==> src/rtl/tbg_pkg.sv <==
package tbg_pkg;
  // Cause vector, MSB first so it packs directly into status[15:12].
  typedef struct packed {
    logic not_ready;
    logic buf_full;
    logic l0_window;
    logic rx_seq;
  } cause_t;

  localparam int STATUS_W = 16;
endpackage

==> src/rtl/tbg_l0_timer.sv <==
module tbg_l0_timer #(
  parameter int TMO_W    = 16,
  parameter int PRESCALE = 400,
  parameter int TMO_RST  = 10
) (
  input  logic             clk,
  input  logic             rst,
  input  logic             cfg_we,
  input  logic [TMO_W-1:0] cfg_wdata,
  input  logic             l0,
  output logic             active
);
  localparam int PW = (PRESCALE > 1) ? $clog2(PRESCALE) : 1;
  localparam logic [PW-1:0] PRE_LAST = PW'(PRESCALE - 1);

  logic [TMO_W-1:0] cfg_q;
  logic [TMO_W-1:0] units_q;
  logic [PW-1:0]    pre_q;

  always_ff @(posedge clk) begin
    if (rst) begin
      cfg_q <= TMO_W'(TMO_RST);
    end else if (cfg_we) begin
      cfg_q <= cfg_wdata;
    end
  end

  always_ff @(posedge clk) begin
    if (rst) begin
      units_q <= '0;
      pre_q   <= '0;
    end else if (l0) begin
      units_q <= cfg_q;
      pre_q   <= '0;
    end else if (units_q != '0) begin
      if (pre_q == PRE_LAST) begin
        pre_q   <= '0;
        units_q <= units_q - 1'b1;
      end else begin
        pre_q <= pre_q + 1'b1;
      end
    end
  end

  assign active = (units_q != '0);
endmodule

==> src/rtl/tbg_buf_count.sv <==
module tbg_buf_count #(
  parameter int CNT_W   = 4,
  parameter int LIM_RST = 0
) (
  input  logic             clk,
  input  logic             rst,
  input  logic             inc,
  input  logic             dec,
  input  logic             lim_we,
  input  logic [CNT_W-1:0] lim_wdata,
  output logic [CNT_W-1:0] count,
  output logic [CNT_W-1:0] limit,
  output logic             full
);
  localparam logic [CNT_W-1:0] CNT_MAX = '1;

  logic [CNT_W-1:0] cnt_q;
  logic [CNT_W-1:0] lim_q;

  always_ff @(posedge clk) begin
    if (rst) begin
      cnt_q <= '0;
    end else if (inc && !dec && cnt_q != CNT_MAX) begin
      cnt_q <= cnt_q + 1'b1;
    end else if (dec && !inc && cnt_q != '0) begin
      cnt_q <= cnt_q - 1'b1;
    end
  end

  always_ff @(posedge clk) begin
    if (rst) begin
      lim_q <= CNT_W'(LIM_RST);
    end else if (lim_we) begin
      lim_q <= lim_wdata;
    end
  end

  assign count = cnt_q;
  assign limit = lim_q;
  assign full  = (cnt_q >= lim_q);
endmodule

==> src/rtl/tbg_busy_time.sv <==
module tbg_busy_time #(
  parameter int W = 32
) (
  input  logic         clk,
  input  logic         rst,
  input  logic         en,
  output logic [W-1:0] value
);
  logic [W-1:0] acc_q;

  always_ff @(posedge clk) begin
    if (rst) begin
      acc_q <= '0;
    end else if (en) begin
      acc_q <= acc_q + 1'b1;
    end
  end

  assign value = acc_q;
endmodule

==> src/rtl/trig_busy_gen.sv <==
module trig_busy_gen
  import tbg_pkg::*;
#(
  parameter int CNT_W    = 4,
  parameter int TMO_W    = 16,
  parameter int PRESCALE = 400,
  parameter int TMO_RST  = 10,
  parameter int LIM_RST  = 0,
  parameter int BT_W     = 32
) (
  input  logic               clk,
  input  logic               rst,
  input  logic               ifc_ready,
  input  logic               rx_seq_busy,
  input  logic               l0_trig,
  input  logic               evt_accept,
  input  logic               buf_freed,
  input  logic               lim_we,
  input  logic [CNT_W-1:0]   lim_wdata,
  input  logic               tmo_we,
  input  logic [TMO_W-1:0]   tmo_wdata,
  output logic               busy,
  output logic [15:0]        status,
  output logic [BT_W/2-1:0]  busy_time_hi,
  output logic [BT_W/2-1:0]  busy_time_lo
);
  localparam int HALF  = BT_W / 2;
  localparam int PAD_W = STATUS_W - 4 - 2 * CNT_W;

  logic             win_active;
  logic             buf_full;
  logic [CNT_W-1:0] buf_cnt;
  logic [CNT_W-1:0] buf_lim;
  logic [BT_W-1:0]  bt_value;
  cause_t           cause;
  logic             busy_q;
  logic [STATUS_W-1:0] status_q;

  tbg_l0_timer #(
    .TMO_W   (TMO_W),
    .PRESCALE(PRESCALE),
    .TMO_RST (TMO_RST)
  ) u_timer (
    .clk      (clk),
    .rst      (rst),
    .cfg_we   (tmo_we),
    .cfg_wdata(tmo_wdata),
    .l0       (l0_trig),
    .active   (win_active)
  );

  tbg_buf_count #(
    .CNT_W  (CNT_W),
    .LIM_RST(LIM_RST)
  ) u_bufcnt (
    .clk      (clk),
    .rst      (rst),
    .inc      (evt_accept),
    .dec      (buf_freed),
    .lim_we   (lim_we),
    .lim_wdata(lim_wdata),
    .count    (buf_cnt),
    .limit    (buf_lim),
    .full     (buf_full)
  );

  always_comb begin
    cause.not_ready = ~ifc_ready;
    cause.buf_full  = buf_full;
    cause.l0_window = win_active;
    cause.rx_seq    = rx_seq_busy;
  end

  always_ff @(posedge clk) begin
    if (rst) begin
      busy_q   <= 1'b0;
      status_q <= '0;
    end else begin
      busy_q   <= |cause;
      status_q <= {cause, {PAD_W{1'b0}}, buf_cnt, buf_lim};
    end
  end

  tbg_busy_time #(.W(BT_W)) u_btime (
    .clk  (clk),
    .rst  (rst),
    .en   (busy_q),
    .value(bt_value)
  );

  assign busy         = busy_q;
  assign status       = status_q;
  assign busy_time_hi = bt_value[BT_W-1:HALF];
  assign busy_time_lo = bt_value[HALF-1:0];
endmodule

==> config.mk <==
export PLATFORM = sky130hd
export DESIGN_NAME = trig_busy_gen
export DESIGN_NICKNAME = d
export VERILOG_FILES = /design/src/rtl/tbg_pkg.sv /design/src/rtl/tbg_l0_timer.sv /design/src/rtl/tbg_buf_count.sv /design/src/rtl/tbg_busy_time.sv /design/src/rtl/trig_busy_gen.sv
export SDC_FILE = /design/constraint.sdc
export NUM_CORES = 1
export LEC_CHECK = 0
export ABC_AREA = 1
export BUFFER_PORTS_ARGS = -buffer_cell sky130_fd_sc_hd__buf_2
export CORE_AREA = 3 3 100 102
export DETAILED_ROUTE_END_ITERATION = 6
export DIE_AREA = 0 0 103 105
export HOLD_SLACK_MARGIN = 0.02
export PLACE_DENSITY = 0.79
export SYNTH_ARGS = -nofsm -noshare
export SYNTH_HDL_FRONTEND = slang
export SYNTH_SLANG_ARGS = --single-unit
==> constraint.sdc <==
create_clock -name clk -period 2.21 [get_ports clk]
set_clock_uncertainty 0.05 [all_clocks]
set_input_delay 0.442 -clock clk [delete_from_list [all_inputs] [get_ports clk]]
set_output_delay 0.442 -clock clk [all_outputs]
set_load 0.03 [all_outputs]
# Word level (Yosys, flattened, before mapping)
# Index checks and enable logic that the tools add are counted.
# totals
regBits,98
inputBits,29
out_inout_bits,49
# classes
add_sub_neg,5
magnitude_cmp,1
eq_ne,2
muxes,6
n_bitwise,1
reduce_logical,14
# ops
operator,count
2-to-1 mux 16 bit,3
adder 32 x 1 -> 32 bit (second input constant),1
nonzero test 16 bit,1
subtractor 16 x 1 -> 16 bit (second input constant),1
adder 9 x 1 -> 9 bit (second input constant),1
== test 9 bit (second input constant),1
2-to-1 mux 9 bit,1
2-to-1 mux 4 bit,2
nonzero test 2 bit,3
adder 4 x 1 -> 4 bit (second input constant),1
>= comparator 4 bit,1
logical AND 1 bit,4
inequality test 4 bit (second input constant),1
nonzero test 4 bit,1
OR reduction 4 bit,1
subtractor 4 x 1 -> 4 bit (second input constant),1
zero test 1 bit,2
AND reduction 2 bit,1
OR reduction 2 bit,1
NOT 1 bit,1

# Longest topological paths before layout
# Gate-level depths: netlist (run 1).
# logic_depth
word_depth,5
depth_mapped,11

# By module
# From an unflattened synthesis (run 1), not the netlist that was laid out.
# unflattened
hier_cells,713
hier_area_um2,5017.3
# by_module_without_submodules
mod,n_inst,cells_each,area_each_um2,seq_area_each_um2
tbg_l0_timer,1,329,2268.4,820.8
tbg_busy_time,1,263,1793.0,640.6
tbg_buf_count,1,75,548.0,160.2
trig_busy_gen,1,46,407.9,260.2

# Worst setup path before layout (run 1)
# OpenSTA, ideal clock, no wires.
# synth_path
path_kind,reg2reg
start,"register u_btime.acc_q[0], in the netlist u_btime.value[0]"
end,"register u_btime.acc_q[18], in the netlist u_btime.value[18]"
setup_time_ps,128
arrival_time_ps,1492
setup_slack_ps,541
stages_incl_launch_ff,10
period_less_slack_ps,1669
path_cell_list,dfxtp_1 > ha_1 > inv_1 > nor2_2 > nand2_2 > inv_2 > nand2_4 > nor3_4 > xnor2_1 > nor2_1
# synth_between
elab_chain_len,1
# synth_rtl
item,line,text
"start, declared",tbg_busy_time.sv:9,logic [W-1:0] acc_q;
"start signal, assigned",tbg_busy_time.sv:15,acc_q <= acc_q + 1'b1;
adder 32 x 1 -> 32 bit,tbg_busy_time.sv:15,
# No other way between the ends.
# A chain may end at the register's enable or synchronous reset.

# Final worst setup path (run 1)
# layout_path
start,"register u_bufcnt.cnt_q[1], in the netlist u_bufcnt.count[1]"
end,"register u_bufcnt.cnt_q[3], in the netlist u_bufcnt.count[3]"
# layout_between
elab_chain_len,3
word_cells_on_any_way,9
classes_between,2 x add/sub; 1 x eq/ne; 2 x mux; 4 x reduce/logical
# layout_rtl
item,line,text
"start, declared",tbg_buf_count.sv:17,logic [CNT_W-1:0] cnt_q;
"start signal, assigned",tbg_buf_count.sv:24,cnt_q <= cnt_q + 1'b1;
"start signal, assigned",tbg_buf_count.sv:26,cnt_q <= cnt_q - 1'b1;
"subtractor 4 x 1 -> 4 bit, or another cell as far along",tbg_buf_count.sv:26,
"2-to-1 mux 4 bit, or another cell as far along",tbg_buf_count.sv:25,end else if (dec && !inc && cnt_q != '0) begin
2-to-1 mux 4 bit or nonzero test 2 bit (tied branches),-,
# Parallel ways exist; a longest one is shown, timed or not. The select of a mux whose other input is x is not followed.

==> key figures, run 1 <==
Status
  – Status: completed

STA
  – Portion of the clock cycle consumed by the worst path in the final layout: 0.895
  – TNS Setup: 0 ns
  – Unrepaired setup endpoints after global routing: no
  – Min setup slack post-route: 0.233 ns
  – Fmax achieved: roughly 510 MHz
  – Setup-failing EPs final: 0
  – Shortest clock period the worst path allows after layout: 1.98 ns
  – Number of hold-slack violations in the final timing report: 0
  – Number of pins with negative max-slew slack in the final report: 0

Detailed routing
  – First-pass DRT Iterations: 4
  – Total length of routed met2 wires: 5310 µm
  – Wire length per cell after detailed routing: 12.0 µm
  – Met1 routed wirelength after detailed routing: 4770 µm
  – Routed wire length on met3: 445 µm
  – Drt via density: 5.14
  – Top layer in use: met4
  – Routed wire length: 10700 µm
  – DR DRC count: 0
  – Detailed Route Iter0 Violations: 201
  – Vias: 4585
  – Number of nets with antenna violations after routing: 0

Critical path
  – Element type at the critical path end: flop
  – Largest driver fanout on the critical path: 6
  – Startpoint Class: flop
  – Start point of the critical path: u_bufcnt.count[1]$_SDFFE_PP0P_
  – Worst r2r dst: u_bufcnt.count[3]$_SDFFE_PP0P_
  – Arrival time of the worst setup path: about 2.2 ns
  – Data required time at the worst endpoint: 2.44 ns
  – Depth of the most critical reg-to-reg path: 11
  – Reg2Reg Setup Slack: 0.23 ns
  – Critical path capture point: u_bufcnt.count[3]$_SDFFE_PP0P_
  – Classification of the worst setup path: flop to flop
  – Launching point of the worst reg2reg path: u_bufcnt.count[1]$_SDFFE_PP0P_

Clock tree
  – Clock-pin slew on the worst setup and hold paths: around 0.11 ns
  – Post-CTS repair timing setup buffer count: 0
  – Cells resized by post-CTS repair: 0
  – Deepest level of the CTS H-tree: 3
  – Total clock buffers created by CTS: 9
  – Number of buffers inserted by hold repair at cts: 0
  – CTS Sinks: 94
  – TritonCTS clock tree: done
  – Clk root buf: sky130_fd_sc_hd__clkbuf_8
  – Maximum count of clock buffers along a single path: 2
  – Worst-skew pair later-pin latency: between 0.3 and 0.4 ns

Global routing
  – Initial antenna violation count: 0
  – Overflow left after global routing: 0
  – Via count of the first global-routing pass: 4341
  – Wire length of the first global-routing pass: 18700 µm
  – Pin count of the biggest net entering global routing: 30
  – Total global-route track usage: 0.210

Floorplan
  – IO Pins: 78
  – X dimension of the die: 103 µm
  – CORE AREA: about 9200 µm²
  – Area of the die: 10800 µm²
  – Core Rows: 35
  – Vertical die dimension: 105 µm
  – Starting density of the core: 0.532

Synthesis
  – Sequential area share after synthesis: 0.385
  – Gate Count Post-Synth: 703
  – Warnings from Yosys: 0
  – Number of library cell types mapped by synthesis: 44
  – Async S/R FF share, synth: 0
  – Number of enable flip-flop cells after synthesis: 0
  – Netlist area before placement: 4890 µm²
  – Average cell area after synthesis: 6.96 µm²
  – Flip-flop and latch count after synthesis: 94
  – Flip-flop cell with the highest count after synthesis: sky130_fd_sc_hd__dfxtp_1

Place
  – Placed insts: roughly 880
  – Placement Setup Slack: 0.214 ns
  – Placed wire-length estimate after detailed placement: about 8000 µm
  – Count of input and output buffers: 73
  – Placer congestion estimate: a little under 0.9

Cells and area
  – Area taken by flip-flops and latches: 1880 µm²
  – Post-route non-filler standard cell count: 892
  – Layout cell share with drive strength beyond 1: 0.205
  – Multi-input gate area in the final layout: 2580 µm²
  – Area Growth Syn to Fin: 13.3%
  – Final Net Count: 815
  – Filler cell count in the final layout: 902
  – Number of inserted diodes: 0

Power
  – Max rail drop VDD: roughly 0.41 mV
  – Leak: 2.54 nW
  – Power density over the cells: 677 nW/µm²

Min path
  – Worst min path class: input pin to flop

Job
  – Number of violations of the max-capacitance limit: 0
power by group:
| part | internal [mW] | total [mW] | switching, mW | leakage [nW] |
|---|---|---|---|---|
| clock network | 0.444 | 1.12 | 0.676 | 0.101 |
| logic | 0.260 | 0.762 | 0.502 | 1.67 |
| registers | 1.79 | 1.87 | 0.0769 | 0.769 |
| total | 2.49 | 3.75 | 1.25 | 2.54 |
through the flow:
step	util	hold slack [ns]	area [µm²]	total power, mW
after detailed placement	0.581	0.400	5340	2.66
after global routing	0.602	0.177	5540	3.97
after CTS	0.602	0.165	5540	3.78
after floorplan	-	0.378	4900	2.49
after global placement	0.581	0.396	5340	2.63
final	0.602	0.181	5540	3.75
metal layers:
layer,global-route usage,vias up
met3,0.0320,21
li1,-,2378
met1,0.262,2075
met4,0.0897,0
met2,0.354,111
met5,0,-
registers in the layout, summed over array words and instances, names as in the netlist:
name	flops
u_timer.pre_q	9
status	12
u_bufcnt.count	4
u_btime.value	32
busy	1
u_timer.cfg_q	16
u_bufcnt.limit	4
u_timer.units_q	16
synthesized netlist by cell type, types with 2 or more instances:
library cell	count	share of area
sky130_fd_sc_hd__nand2_1	156	0.12
sky130_fd_sc_hd__nor2_1	111	0.085
sky130_fd_sc_hd__dfxtp_1	94	0.38
sky130_fd_sc_hd__inv_1	72	0.055
sky130_fd_sc_hd__nand3_1	47	0.048
sky130_fd_sc_hd__o21ai_0	35	0.036
sky130_fd_sc_hd__a21oi_1	29	0.030
sky130_fd_sc_hd__nor3_1	19	0.019
sky130_fd_sc_hd__nor2_2	13	0.017
sky130_fd_sc_hd__inv_2	10	0.0077
sky130_fd_sc_hd__nand2_2	10	0.013
sky130_fd_sc_hd__nand4_1	10	0.013
sky130_fd_sc_hd__clkbuf_1	9	0.0069
sky130_fd_sc_hd__ha_1	9	0.023
sky130_fd_sc_hd__xor2_1	9	0.016
sky130_fd_sc_hd__nand3_2	6	0.012
sky130_fd_sc_hd__nor2_4	6	0.014
sky130_fd_sc_hd__nor3_2	6	0.012
sky130_fd_sc_hd__xnor2_1	6	0.011
sky130_fd_sc_hd__a21oi_2	5	0.0090
sky130_fd_sc_hd__buf_2	5	0.0051
sky130_fd_sc_hd__buf_4	5	0.0077
sky130_fd_sc_hd__o21ai_1	5	0.0051
sky130_fd_sc_hd__o21a_1	3	0.0046
sky130_fd_sc_hd__clkinv_1	2	0.0015
sky130_fd_sc_hd__nand2_4	2	0.0046
sky130_fd_sc_hd__nor4_1	2	0.0026
worst min-delay path by stage:
stage,slack [ns],cells after the start,startpoint,end
floorplan,0.38,2,u_bufcnt.limit[0]$_SDFFE_PP0P_,status[0]$_SDFF_PP0_
global placement,0.40,2,u_timer.cfg_q[1]$_SDFFE_PP1P_,u_timer.cfg_q[1]$_SDFFE_PP1P_
detailed placement,0.40,2,u_timer.cfg_q[3]$_SDFFE_PP1P_,u_timer.cfg_q[3]$_SDFFE_PP1P_
CTS,0.17,2,ifc_ready,status[15]$_SDFF_PP0_
global route,0.18,2,ifc_ready,status[15]$_SDFF_PP0_
finish,0.18,2,ifc_ready,status[15]$_SDFF_PP0_
placed cells by master, fill, tap and decap left out, drive strengths merged, types with 10 or more instances in the layout:
cell	n
a21oi	34
buf	80
dfxtp	94
inv	86
nand2	169
nand3	54
nand4	10
nor2	130
nor3	26
o21ai	40
logic make-up after synthesis:
| kind of cell | count (synthesis) | synth area share |
|---|---|---|
| AO/OA/AOI/OAI | 81 | 0.0906 |
| buffers and inverters | 107 | 0.0903 |
| flip-flops | 94 | 0.385 |
| AND/OR/NAND/NOR | 395 | 0.379 |
| XOR/XNOR | 15 | 0.0269 |
| adder cells (fa/ha/maj) | 10 | 0.0271 |
| other | 1 | 0.000767 |
layout make-up:
| cell class | instances | area share |
|---|---|---|
| Timing Repair Buffer | 80 | 0.0754 |
| Clock inverter | 7 | 0.0133 |
| Sequential cell | 94 | 0.340 |
| Clock buffer | 9 | 0.0224 |
| Multi-Input combinational cell | 505 | 0.465 |
| Inverter | 86 | 0.0589 |
| Tap cell | 111 | 0.0251 |
worst max-delay path, cell delays in order, from the launching register on:
cell	delay, ns
sky130_fd_sc_hd__dfxtp_1	0.48
sky130_fd_sc_hd__nand4_1	0.17
sky130_fd_sc_hd__nand3_1	0.20
sky130_fd_sc_hd__ha_1	0.32
sky130_fd_sc_hd__nand2_1	0.08
sky130_fd_sc_hd__nand2_1	0.06
sky130_fd_sc_hd__nor2_1	0.14
sky130_fd_sc_hd__nand4_1	0.11
sky130_fd_sc_hd__nand3_1	0.13
sky130_fd_sc_hd__nand2_1	0.06
sky130_fd_sc_hd__nand2_1	0.05
sky130_fd_sc_hd__nor2_1	0.04
(Power assumes the default switching activity.)
==> run 2: changes to the inputs <==
--- a/config.mk
+++ b/config.mk
@@ -10,8 +10,10 @@
 export CORE_AREA = 3 3 100 102
 export DETAILED_ROUTE_END_ITERATION = 6
 export DIE_AREA = 0 0 103 105
+export GPL_ROUTABILITY_DRIVEN = 0
 export HOLD_SLACK_MARGIN = 0.02
 export PLACE_DENSITY = 0.79
+export REMOVE_ABC_BUFFERS = 1
 export SYNTH_ARGS = -nofsm -noshare
 export SYNTH_HDL_FRONTEND = slang
 export SYNTH_SLANG_ARGS = --single-unit
==> constraint.sdc (replaced) <==
create_clock -name clk -period 2.5 [get_ports clk]
set_clock_uncertainty 0.05 [all_clocks]
set_input_delay 0.5 -clock clk [delete_from_list [all_inputs] [get_ports clk]]
set_output_delay 0.5 -clock clk [all_outputs]
set_load 0.03 [all_outputs]
==> run 2 against run 1 <==
Total power is 4.9% lower. Combinational power shrank 10%. Setup slack improved by 0.23 ns. Critical path depth down 2. Largest power group unchanged. Hold slack gained 0.091 ns. Critical path type unchanged. Utilization increased by 0.61 points. Via count grew 0.76%.
==> key figures, run 2 (same netlist as run 1, synthesis figures left out) <==
Global routing
  – Wire length of the first global-routing pass: 19300 µm (was 18700 µm)
  – Via count of the first global-routing pass: 4362 (was 4341)
  – Total global-route track usage: 0.216 (was 0.210)
  – Met3 track utilization from global routing: 0.0307 (was 0.0320)
  – Overflow left after global routing: 0 (unchanged)
  – Pin count of the biggest net entering global routing: 40 (was 30)
  – Initial antenna violation count: 0 (unchanged)
  – Global route hottest layer: met2 (unchanged)
  – GRT met1 Usage: 0.272 (was 0.262)
  – Met2 layer usage reported by global route: 0.363 (was 0.354)

Detailed routing
  – Detailed Route Iter0 Violations: 206 (was 201)
  – Number of nets with antenna violations after routing: 0 (unchanged)
  – First-pass DRT Iterations: 4 (unchanged)
  – Routed wire length: 11200 µm (was 10700 µm)
  – Vias: 4620 (was 4585)
  – Wire length per cell after detailed routing: 12.5 µm (was 12.0 µm)
  – Drt via density: 5.17 (was 5.14)
  – DR DRC count: 0 (unchanged)

Job
  – Number of violations of the max-capacitance limit: 0 (unchanged)

Floorplan
  – IO Pins: 78 (unchanged)
  – X dimension of the die: 103 µm (unchanged)
  – CORE AREA: 9200 µm² (unchanged)
  – Vertical die dimension: 105 µm (unchanged)
  – Area of the die: 10800 µm² (unchanged)
  – Starting density of the core: 0.532 (unchanged)
  – Core Rows: 35 (unchanged)

Clock tree
  – Worst-skew pair later-pin latency: 0.36 ns (was 0.37 ns)
  – Post-CTS repair timing setup buffer count: 0 (unchanged)
  – Clk root buf: sky130_fd_sc_hd__clkbuf_8 (unchanged)
  – Deepest level of the CTS H-tree: 3 (unchanged)
  – Clock-pin slew on the worst setup and hold paths: 0.09 ns (was 0.11 ns)
  – Number of buffers inserted by hold repair at cts: 0 (unchanged)
  – CTS Sinks: 94 (unchanged)
  – TritonCTS clock tree: done (unchanged)
  – Cells resized by post-CTS repair: 0 (unchanged)
  – Maximum count of clock buffers along a single path: 2 (unchanged)
  – Total clock buffers created by CTS: 9 (unchanged)

Critical path
  – Classification of the worst setup path: flop to flop (unchanged)
  – Element type at the critical path end: flop (unchanged)
  – Arrival time of the worst setup path: 2.25 ns (was 2.20 ns)
  – Data required time at the worst endpoint: 2.71 ns (was 2.44 ns)
  – Largest driver fanout on the critical path: 6 (unchanged)
  – Launching point of the worst reg2reg path: u_bufcnt.count[1]$_SDFFE_PP0P_ (unchanged)
  – Startpoint Class: flop (unchanged)
  – Start point of the critical path: u_bufcnt.count[1]$_SDFFE_PP0P_ (unchanged)

Place
  – Placed wire-length estimate after detailed placement: 8320 µm (was 8110 µm)
  – Count of input and output buffers: 73 (unchanged)
  – Placed cell areas: 5350 µm² (was 5340 µm²)

STA
  – Portion of the clock cycle consumed by the worst path in the final layout: 0.815 (was 0.895)
  – Slew at the pin closest to its max-slew limit: 0.672 ns
  – Fmax achieved: 491 MHz (was 506 MHz)
  – Max-slew headroom at the worst pin: 0.552
  – Number of hold-slack violations in the final timing report: 0 (unchanged)
  – TNS Setup: 0 ns (unchanged)
  – Setup-failing EPs final: 0 (unchanged)
  – Unrepaired setup endpoints after global routing: no (unchanged)
  – Shortest clock period the worst path allows after layout: 2.04 ns (was 1.98 ns)
  – Number of pins with negative max-slew slack in the final report: 0 (unchanged)

Cells and area
  – Number of flip-flops in the largest register: 32 (unchanged)
  – Number of inserted diodes: 0 (unchanged)
  – Leading cell types in the layout, fill and taps excluded: 156 x sky130_fd_sc_hd__nand2_1, 111 x sky130_fd_sc_hd__nor2_1, 94 x sky130_fd_sc_hd__dfxtp_1 (unchanged)
  – Final Net Count: 816 (was 815)
  – Post-route cell area: 5600 µm² (was 5540 µm²)
  – Most common cell after layout, fill and taps aside: sky130_fd_sc_hd__nand2_1 (unchanged)
  – Area Growth Syn to Fin: 14.5% (was 13.3%)
  – Layout cell share with drive strength beyond 1: 0.206 (was 0.205)

Power
  – Max rail drop VDD: 0.315 mV (was 0.410 mV)
  – Power density over the cells: 637 nW/µm² (was 677 nW/µm²)
  – Leak: 2.57 nW (was 2.54 nW)

Min path
  – Worst min path class: input pin to flop (unchanged)
  – Min-Delay Startpoint: ifc_ready (unchanged)

Status
  – Status: completed (unchanged)
run 2: changes by cell type in the layout (fill, tap and decap cells not counted), moves of 2 or more:
cell                        delta
sky130_fd_sc_hd__clkinv_4      -2
sky130_fd_sc_hd__bufinv_16     +3
sky130_fd_sc_hd__inv_8         -2
sky130_fd_sc_hd__clkinv_2      +2
run 2: critical path, cell delays in order, from the launching register on:
cell and delay, ns:
sky130_fd_sc_hd__dfxtp_1 0.48, sky130_fd_sc_hd__nand4_1 0.17, sky130_fd_sc_hd__nand3_1 0.21, sky130_fd_sc_hd__ha_1 0.32
sky130_fd_sc_hd__nand2_1 0.08, sky130_fd_sc_hd__nand2_1 0.06, sky130_fd_sc_hd__o21ai_0 0.26, sky130_fd_sc_hd__nand3_1 0.15
sky130_fd_sc_hd__nor2_1 0.12, sky130_fd_sc_hd__nor2_1 0.05
run 2: worst paths after layout:
kind	end	slack, ns	cells after the start
worst max register to register	u_bufcnt.count[3]$_SDFFE_PP0P_	0.46	9
worst max-delay path	u_bufcnt.count[3]$_SDFFE_PP0P_	0.46	9
worst min-delay path	status[15]$_SDFF_PP0_	0.27	2
worst min register to register	status[1]$_SDFF_PP0_	0.42	2
run 2: per-layer routing:
layer	routed length (µm)	up-vias
met5	0	-
met4	286	0
met3	503	29
met2	5360	114
met1	5060	2102
li1	-	2375
run 2: metrics by stage:
step / util / instances / worst slack (ns) / hold slack, ns / total power, mW
finish: 0.609 / 893 / 0.463 / 0.272 / 3.57
global route: 0.609 / 893 / 0.323 / 0.275 / 3.75
floorplan: - / 685 / 0.733 / 0.378 / 2.17
detailed placement: 0.582 / 877 / 0.388 / 0.408 / 2.36
CTS: 0.609 / 893 / 0.502 / 0.263 / 3.58
global placement: 0.582 / 877 / 0.605 / 0.390 / 2.33
run 2: layout make-up:
cell class	count	area [µm²]
timing repair buffer	81	425
clock inverter	6	109
tap	111	139
clock buffer	10	138
sequential	94	1880
inverter	86	327
fill	849	3600
multi-input combinational	505	2580
run 2: power breakdown:
part / switching, mW / total [mW] / internal, mW
Clock: 0.543 / 1.23 / 0.690
Combinational: 0.454 / 0.685 / 0.231
Sequential: 0.0659 / 1.65 / 1.58
